File: config.mk
export PLATFORM = sky130hd
export DESIGN_NAME = i2c_bitbang_port
export DESIGN_NICKNAME = d
export VERILOG_FILES = /design/src/rtl/i2cbb_pkg.sv /design/src/rtl/i2cbb_sync.sv /design/src/rtl/i2cbb_decode.sv /design/src/rtl/i2cbb_lines.sv /design/src/rtl/i2c_bitbang_port.sv
export SDC_FILE = /design/constraint.sdc
export NUM_CORES = 1
export LEC_CHECK = 0
export BUFFER_PORTS_ARGS = -buffer_cell sky130_fd_sc_hd__buf_2
export CORE_UTILIZATION = 23
export DETAILED_ROUTE_END_ITERATION = 6
export PLACE_DENSITY_LB_ADDON = 0.15
export SYNTH_ARGS = -nofsm -noshare
export SYNTH_HDL_FRONTEND = slang
export SYNTH_SLANG_ARGS = --single-unit
File: constraint.sdc
create_clock -name clk -period 1.9 [get_ports clk]
set_input_delay 0.38 -clock clk [delete_from_list [all_inputs] [get_ports clk]]
set_output_delay 0.38 -clock clk [all_outputs]
set_load 0.005 [all_outputs]
File: src/rtl/i2cbb_pkg.sv
package i2cbb_pkg;
  localparam int unsigned DATA_W   = 32;
  localparam int unsigned ADDR_W   = 12;
  localparam int unsigned LINE_W   = 2;
  localparam int unsigned SCL_BIT  = 0;
  localparam int unsigned SDA_BIT  = 1;
  localparam logic [ADDR_W-1:0] OFS_SET = 12'h000;
  localparam logic [ADDR_W-1:0] OFS_CLR = 12'h004;

  typedef enum logic [1:0] {
    ACC_NONE,
    ACC_SET,
    ACC_CLR,
    ACC_STAT
  } acc_kind_e;
endpackage

File: src/rtl/i2cbb_sync.sv
module i2cbb_sync #(
  parameter int unsigned WIDTH  = 2,
  parameter int unsigned STAGES = 2,
  parameter logic        RST_VAL = 1'b1
) (
  input  logic             clk,
  input  logic             rst_n,
  input  logic [WIDTH-1:0] din,
  output logic [WIDTH-1:0] dout
);
  logic [STAGES-1:0] chain [WIDTH];

  for (genvar w = 0; w < WIDTH; w++) begin : g_bit
    always_ff @(posedge clk) begin
      if (!rst_n) chain[w] <= {STAGES{RST_VAL}};
      else        chain[w] <= {chain[w][STAGES-2:0], din[w]};
    end
    assign dout[w] = chain[w][STAGES-1];
  end
endmodule

File: src/rtl/i2cbb_decode.sv
module i2cbb_decode
  import i2cbb_pkg::*;
(
  input  logic              en,
  input  logic              we,
  input  logic [ADDR_W-1:0] addr,
  input  logic [DATA_W-1:0] wdata,
  input  logic [LINE_W-1:0] status,
  output logic [LINE_W-1:0] set_mask,
  output logic [LINE_W-1:0] clr_mask,
  output logic [DATA_W-1:0] rdata,
  output logic              err
);
  acc_kind_e kind;
  logic      unused_wdata_hi;

  assign unused_wdata_hi = ^wdata[DATA_W-1:LINE_W];

  always_comb begin
    kind = ACC_NONE;
    err  = 1'b0;
    if (en) begin
      if (we && addr == OFS_SET)       kind = ACC_SET;
      else if (we && addr == OFS_CLR)  kind = ACC_CLR;
      else if (!we && addr == OFS_SET) kind = ACC_STAT;
      else                             err  = 1'b1;
    end
  end

  always_comb begin
    set_mask = '0;
    clr_mask = '0;
    rdata    = '0;
    unique case (kind)
      ACC_SET:  set_mask = wdata[LINE_W-1:0];
      ACC_CLR:  clr_mask = wdata[LINE_W-1:0];
      ACC_STAT: rdata[LINE_W-1:0] = status;
      default:  ;
    endcase
    if (err && !we) rdata = '1;
  end
endmodule

File: src/rtl/i2cbb_lines.sv
module i2cbb_lines
  import i2cbb_pkg::*;
(
  input  logic              clk,
  input  logic              rst_n,
  input  logic [LINE_W-1:0] set_mask,
  input  logic [LINE_W-1:0] clr_mask,
  output logic [LINE_W-1:0] level
);
  always_ff @(posedge clk) begin
    if (!rst_n) level <= '1;
    else        level <= (level | set_mask) & ~clr_mask;
  end
endmodule

File: src/rtl/i2c_bitbang_port.sv
module i2c_bitbang_port
  import i2cbb_pkg::*;
(
  input  logic              clk,
  input  logic              rst_n,
  input  logic              reg_en,
  input  logic              reg_we,
  input  logic [ADDR_W-1:0] reg_addr,
  input  logic [DATA_W-1:0] reg_wdata,
  output logic [DATA_W-1:0] reg_rdata,
  output logic              reg_err,
  input  logic              scl_i,
  input  logic              sda_i,
  output logic              scl_o,
  output logic              sda_o,
  output logic              scl_oe,
  output logic              sda_oe
);
  logic [LINE_W-1:0] set_mask, clr_mask, level, pads_sync, status;
  logic              unused_scl_sync;

  i2cbb_decode u_dec (
    .en(reg_en), .we(reg_we), .addr(reg_addr), .wdata(reg_wdata),
    .status(status), .set_mask(set_mask), .clr_mask(clr_mask),
    .rdata(reg_rdata), .err(reg_err)
  );

  i2cbb_lines u_lines (
    .clk(clk), .rst_n(rst_n), .set_mask(set_mask), .clr_mask(clr_mask),
    .level(level)
  );

  i2cbb_sync #(.WIDTH(LINE_W), .STAGES(2), .RST_VAL(1'b1)) u_sync (
    .clk(clk), .rst_n(rst_n), .din({sda_i, scl_i}), .dout(pads_sync)
  );

  assign unused_scl_sync = pads_sync[SCL_BIT];
  assign status[SCL_BIT] = level[SCL_BIT];
  assign status[SDA_BIT] = pads_sync[SDA_BIT];

  assign scl_o  = 1'b0;
  assign sda_o  = 1'b0;
  assign scl_oe = ~level[SCL_BIT];
  assign sda_oe = ~level[SDA_BIT];
endmodule

# == Word level (Yosys, flattened, before mapping) ==
# Memories as Yosys holds them, arrays and structs flattened.
# Index checks and enable logic that the tools add are counted.
# op_classes
n_addsub,0
n_bitwise,7
shifts,0
order_cmp,0
div,0
mul,0
n_mux,16
eq_ne,4
n_reduce_logical,6
# ops
operator,n
$mux W32,1
$mux W2,9
$eq A12 B3 Y1 const B,1
$logic_not A12 Y1,1
$mux W1,6
$eq A2 B2 Y1 const B,2
$logic_and A1 B1 Y1,4
$and A2 B2 Y2,1
$eq A2 B1 Y1 const B,1
$not A1 Y1,2
$not A2 Y2,1
$or A1 B1 Y1,2
$or A2 B2 Y2,1
$logic_not A1 Y1,1
# word_totals
in_bits,50
ram_bits,4
latchBits,0
memories,1
romBits,0
out_inout_bits,37
regBits,2
wordCells,35
# memory_table
memory,words,width,read_ports,rd_clocked_by_memory_dff,write_ports,line_no,text
u_sync.chain,2,2,2,0,2,i2cbb_sync.sv:11,logic [STAGES-1:0] chain [WIDTH];

# == Depth between registers and ports, before layout ==
# Gate-level depths: netlist of the first run.
# logic_depth
depth_word,10
mapped_depth,4
depth_no_buf,3

# == By module ==
# From an unflattened synthesis of the first run, not the netlist that was laid out.
# hier_totals
cells_unflattened,70
area_unflattened_um2,559.3
# modules_own_cells
module,instances,cells_per_inst,seq_area_each_um2,area_each_um2
i2cbb_decode,1,49,0.0,355.3
i2cbb_sync,1,10,80.1,120.1
i2cbb_lines,1,6,40.0,57.6
i2c_bitbang_port,1,5,0.0,26.3

# == Worst setup path before layout of the first run ==
# Ideal clock, no wire load.
# synth_timing
path_kind,input-to-output
from,input reg_addr[6]
to,output reg_rdata[10]
slack_ps,-59
arrival_ps,1579
required_ps,1520
n_path_buf,1
cell_stages,4
cell_sequence,nor4_2 nand4b_1 and2_1 buf_4
# synth_via
elab_chain_len,8
elab_cells_between_ends,11
cone_classes,eq/ne (1); mux (5); reduce/logical (5)
# synth_rtl
element,line_no,text
from (decl),i2c_bitbang_port.sv:8,"input logic [ADDR_W-1:0] reg_addr,"
$logic_not A12 Y1,"i2cbb_decode.sv:23, i2cbb_decode.sv:25",
$logic_and A1 B1 Y1,i2cbb_decode.sv:25,else if (!we && addr == OFS_SET) kind = ACC_STAT;
$mux W1,i2cbb_decode.sv:25,
$mux W1,i2cbb_decode.sv:24,else if (we && addr == OFS_CLR) kind = ACC_CLR;
$mux W1 *,i2cbb_decode.sv:23,if (we && addr == OFS_SET) kind = ACC_SET;
$mux W1 *,i2cbb_decode.sv:22,if (en) begin
$logic_and A1 B1 Y1 *,i2cbb_decode.sv:40,if (err && !we) rdata = '1;
$mux W32 *,i2cbb_decode.sv:40,
to (decl),i2c_bitbang_port.sv:10,"output logic [DATA_W-1:0] reg_rdata,"
# Every way passes the cells marked *; elsewhere a longest branch is shown, timed or not.

# == Worst setup path in the final report of the first run ==
# layout_timing
from,input reg_addr[0]
to,output reg_rdata[0]
# layout_via
elab_chain_len,9
elab_cells_between_ends,17
cone_classes,eq/ne (2); mux (10); reduce/logical (5)
# layout_rtl
element,line_no,text
$logic_not A12 Y1,"i2cbb_decode.sv:23, i2cbb_decode.sv:25",
$logic_and A1 B1 Y1,i2cbb_decode.sv:25,
$mux W2,i2cbb_decode.sv:25,
$mux W2,i2cbb_decode.sv:24,
$mux W2,i2cbb_decode.sv:23,
$mux W2,i2cbb_decode.sv:22,
$eq A2 B2 Y1,i2cbb_decode.sv:34,unique case (kind)
$mux W2,i2cbb_decode.sv:34,
$mux W32 *,i2cbb_decode.sv:40,
# Marks and branches as above.

==> run summary, run 1 <==
# DRC: 0
Final Hold Violating Endpoints: 0
Total power: 281 uW
CTS tree: built
DIE AREA: 2290 sq um
Worst skew pair latency: 0.23 ns
Register Area: 80.1 sq um
RSZ-0062 raised after global routing: true
Number of global-route vias before repair: 315
Flops & latches, synth: 4
Commonest cells after routing, fill and taps aside: buf_2 (51), buf_4 (5), dfxtp_1 (4)
DRT met1 WL: 306 microns
Layout cells sized above 1: 70.3%
Uppermost layer routed: met4
Drt wl/cell: 7.19 microns
Crit path cell chain: buf_6 -> nor4_4 -> buf_4 -> nand4b_1 -> buf_4 -> o21a_1 -> buf_2
Most frequent CP cell: buf_4
Total GRT Usage: 8.00%
Nets: 143
Cell family with most CP delay: buffers and inverters
Floorplan Core Area: 1960 sq um
Met2 WL post-DR: 437 microns
TritonCTS buffer count: 3
# diodes: 0
Initial DRC Count: 1
Setup violators final: 0
Clock Sinks: 4
Leading cell type in the layout, fill and taps excluded: buf_2
CP peak stage delay: 0.25 ns
Top cells by area, synth: buf_4 (48%), dfxtp_1 (17%), nor4_2 (5.2%), mux2i_1 (4.1%), nand2b_1 (3.9%)
Initial antenna violation count: 0
# H-tree levels: 1
Final GP Congestion: 0.616
Maximum number of pins on one net before global-route repair: 31
DP Wirelength: 693 microns
Die X: 47.8 microns
Fillcell total: 221
Crit share post-route: 96.3%
CTS clk-pin slew, worst paths: 0.04 ns
Die extent in y: 47.8 microns
Std-Cell Rows: 16
Slowest cell on crit path: nor4_4
Cts hold-fix bufs: 0
Port Buffers: 53
Worst slack, placed: -0.0256 ns
Setup TNS: 0 ns
CTS max path bufs: 2
Area delta synth->final: 31.9%
Buffers and inverters on the worst path: 4
Post-synth top area cell: buf_4
I/O Pins: 87
Initial core utilization: 24.6%
CP max FO: 2
Peak supply drop: 0.000317 V
Root Driver: clkbuf_4
DRT Pass-1 Iters: 2
FMAX: 546 MHz
Share of the synthesized area in the top cell type: 48.2%
DR vias/cell: 3.78
Routed wire length: 849 microns
Grt ovf: 0
Status: finished clean
Multi-input logic area: 174 sq um
Power Dens Cells: 441 nW/um^2
Mapped Cells: 60
Via count: 446
Sequential fraction of the synthesis area: 16.6%
CP required: 1.52 ns
Hold Path Class: input port to flip-flop
YS warnings: 0
Maxcap violations: 0
Clk_skew: 0.0000318 ns
LEAKAGE: 0.000407 uW
Post-synthesis cell area: 483 sq um
Crit path DAT: 1.45 ns
Netlist cell types: 16
Post-Synthesis Mean Instance Area: 8.05 sq um
ANT nets after route: 0
Slew Viols, Final: 0
Met3 WL post-DR: 84 microns
Endpoint type of the worst setup path: output port
Global-route wire length before repair: 1.21 mm
Fin worst setup slack: 0.0695 ns
CP startpoint kind: input port
Minimum clock period: 1.83 ns
Setup CP Type: input port to output port
==> path summary, 6_finish.rpt <==
kind                      start  cells after the start  slack [ns]            endpoint
max                 reg_addr[0]                      7        0.07        reg_rdata[0]
min reg2reg  u_sync.chain[1][0]                      1        0.41  u_sync.chain[1][1]
min                       sda_i                      2        0.33  u_sync.chain[1][0]
max reg2reg    u_lines.level[0]                      2        1.29    u_lines.level[0]
==> synth_stat cells <==
cell	count
o21a_1	2
nand4_1	2
a41oi_1	1
nor3_1	1
conb_1	1
dfxtp_1	4
nand4b_1	1
nor4_2	2
mux2i_1	2
inv_1	3
and3_1	2
nand2b_1	3
nor2b_1	2
nor2_1	1
buf_4	31
and2_1	2
==> layer usage <==
layer	track usage, %	vias to the layer above
met5	0	-
met1	7.64	191
met2	13.8	27
li1	-	226
met3	2.64	2
met4	6.67	0
==> kinds of logic (layout without fill, tap and decap cells) <==
logic type,count (synthesis),count (layout),share of synthesized area [%]
buffers and inverters,34,64,50.5
and+or+nand+nor,16,16,23.1
DFF,4,4,16.6
AOI/OAI and AO/OA,3,3,4.92
muxes,2,2,4.15
other,1,2,0.776
==> power breakdown <==
part           switching [uW]  total (uW)  internal, uW
Sequential              0.403        86.8          86.4
Clock                    35.0         106          70.7
Combinational            37.9        88.2          50.3
==> sequential cells by signal, summed over array words and instances (netlist names) <==
| register | count |
|---|---|
| u_lines.level | 2 |
| u_sync.chain | 2 |
==> final cells by class <==
cell class                      count  area share [%]
Clock buffer                        3            3.54
Inverter                            3            1.77
Multi-Input combinational cell     23            27.3
Sequential cell                     4            12.6
Tap cell                           27            5.30
Timing Repair Buffer               58            49.5
==> timing repair <==
action / in CTS / in global routing
resized for setup: 1 / 3
setup buffers: 0 / 1
pin swaps: 0 / 3
endpoints found under the setup margin: 30 / 32
==> worst register-to-register path: stages, from the launching register on <==
cell	delay (ns)
dfxtp_1	0.32
nor2b_1	0.11
mux2i_1	0.07
==> through the flow <==
stage               instance area [sq um]  cells  utilization (%)  hold slack (ns)
global route                          637    118             32.5            0.322
CTS                                   608    117             31.0            0.323
finish                                637    118             32.5            0.327
detailed placement                    584    114             29.8            0.404
global placement                      584    114             29.8            0.391
floorplan                             488     61                -            0.386
Note: power is estimated with default switching activity, not from simulation.
==> inputs of run 2 (changes only) <==
--- a/config.mk
+++ b/config.mk
@@ -8,6 +8,7 @@
 export BUFFER_PORTS_ARGS = -buffer_cell sky130_fd_sc_hd__buf_2
 export CORE_UTILIZATION = 23
 export DETAILED_ROUTE_END_ITERATION = 6
+export MAX_ROUTING_LAYER = met4
 export PLACE_DENSITY_LB_ADDON = 0.15
 export SYNTH_ARGS = -nofsm -noshare
 export SYNTH_HDL_FRONTEND = slang
==> run 2 against run 1 <==
  * Critical path type unchanged
  * Largest cell class unchanged
  * Worst setup slack about the same
  * Clock skew unchanged
  * Largest power group unchanged
  * Via count unchanged
==> run summary, run 2 (synthesis results as in run 1) <==
Multi-input logic area: 174 sq um
Crit path DAT: 1.45 ns
Setup CP Type: input port to output port
Clk_skew: 0.0000318 ns
Initial antenna violation count: 0
Maximum number of pins on one net before global-route repair: 31
I/O Pins: 87
Uppermost layer routed: met4
Via count: 446
Reg-to-reg endpoint: u_lines.level[0]
FMAX: 546 MHz
Status: finished clean
Total GRT Usage: 8.25%
Area after DPL: 584 sq um
Drt wl/cell: 7.19 microns
Switching share of total power: 26.1%
DIE AREA: 2290 sq um
Sequential share of power: 30.9%
Minimum clock period: 1.83 ns
Internal cell power: 207 uW
Nets: 143
CTS max path bufs: 2
Register Area: 80.1 sq um
CTS clk-pin slew, worst paths: 0.04 ns
Final instance area: 637 sq um
CP startpoint kind: input port
DRT met1 WL: 317 microns
Crit share post-route: 96.3%
Initial DRC Count: 1
# diodes: 0
ANT nets after route: 0
Initial core utilization: 24.6%
DR vias/cell: 3.78
Floorplan Core Area: 1960 sq um
Std-Cell Rows: 16
Hold Path Class: input port to flip-flop
RSZ-0062 raised after global routing: true
Clock Sinks: 4
Root Driver: clkbuf_4
Met2 WL post-DR: 437 microns
Cts hold-fix bufs: 0
Min-Delay Endpoint: u_sync.chain[1][0]
Number of global-route vias before repair: 315
Fillcell total: 221
DP Wirelength: 693 microns
LEAKAGE: 0.000407 uW
Leading cell type in the layout, fill and taps excluded: buf_2
Worst R2R Setup Slack: 1.29 ns
Die X: 47.8 microns
Power Dens Cells: 441 nW/um^2
Endpoint type of the worst setup path: output port
Final GP Congestion: 0.621
CP max FO: 2
Top Registers: u_lines.level: 2 flops, u_sync.chain: 2 flops
DRT Pass-1 Iters: 2
Maxcap violations: 0
TritonCTS buffer count: 3
# DRC: 0
Launch point of the worst reg-to-reg path: u_lines.level[0]
Setup TNS: 0 ns
Area delta synth->final: 31.9%
Worst skew pair latency: 0.23 ns
Slew Viols, Final: 0
Clock Power Share: 37.6%
Final Hold Violating Endpoints: 0
# H-tree levels: 1
Worst-case reg-to-reg path depth: 2
Routed wire length: 849 microns
Power share of the combinational group: 31.4%
Setup violators final: 0
Grt ovf: 0
Port Buffers: 53
Die extent in y: 47.8 microns
Min-Delay Path Depth: 2
Layout cells sized above 1: 70.3%
Peak supply drop: 0.000317 V
Global-route wire length before repair: 1.21 mm
Commonest cells after routing, fill and taps aside: buf_2 (51), buf_4 (5), dfxtp_1 (4)
Net Sw Power: 73.2 uW
Met3 WL post-DR: 72 microns
CP required: 1.52 ns
CTS tree: built
Hold path startpoint: sda_i
run 2: cell counts in the layout (fill, tap and decap cells not counted):
No cell type changed its count.
run 2: worst max-delay path by stage:
stage | slack, ns | from | endpoint | depth (start not counted)
finish | 0.07 | reg_addr[0] | reg_rdata[0] | 7
global route | -0.05 | reg_addr[0] | reg_rdata[1] | 7
CTS | 0.03 | reg_addr[10] | reg_rdata[0] | 7
detailed placement | -0.03 | reg_addr[10] | reg_rdata[5] | 6
global placement | -0.003 | reg_addr[10] | reg_rdata[17] | 6
floorplan | 0.07 | reg_addr[6] | reg_rdata[10] | 4
run 2: power by group through the flow:
stage,Sequential (uW),Clock (uW),Combinational (uW)
floorplan,88.0,0,72.3
global placement,88.1,0,83.2
detailed placement,88.1,0,83.4
CTS,86.8,111,84.4
global route,86.8,116,105
finish,86.8,106,88.3
run 2: area by class of cell:
cell class	count	area share [%]
repair buffers	58	49.5
multi-input cells	23	27.3
well taps	27	5.30
flip-flops and latches	4	12.6
clock buffers	3	3.54
inverters	3	1.77
run 2: worst max-delay path, stage by stage:
cell and delay (ns):
buf_6 0.09, nor4_4 0.25, buf_4 0.15, nand4b_1 0.11, buf_4 0.16, o21a_1 0.18
buf_2 0.12
run 2: repair_timing:
| action | in CTS | in global routing |
|---|---|---|
| gates resized for setup | 1 | 3 |
| pin swaps | 0 | 3 |
| buffers inserted | 0 | 1 |
| endpoints found under the setup margin | 30 | 32 |
run 2: stage by stage:
stage | cells | hold slack, ns | util [%] | power, uW | worst slack, ns
floorplan | 61 | 0.386 | - | 160 | 0.0720
global placement | 114 | 0.391 | 29.8 | 171 | -0.00331
detailed placement | 114 | 0.404 | 29.8 | 172 | -0.0256
CTS | 117 | 0.323 | 31.0 | 282 | 0.0340
global route | 118 | 0.322 | 32.5 | 308 | -0.0504
finish | 118 | 0.328 | 32.5 | 281 | 0.0695
run 2: routing by layer:
metal | GRT usage [%] | vias to the layer above
met5 | - | -
met4 | 6.67 | 0
met3 | 2.26 | 2
met2 | 13.8 | 27
met1 | 7.87 | 191
li1 | - | 226
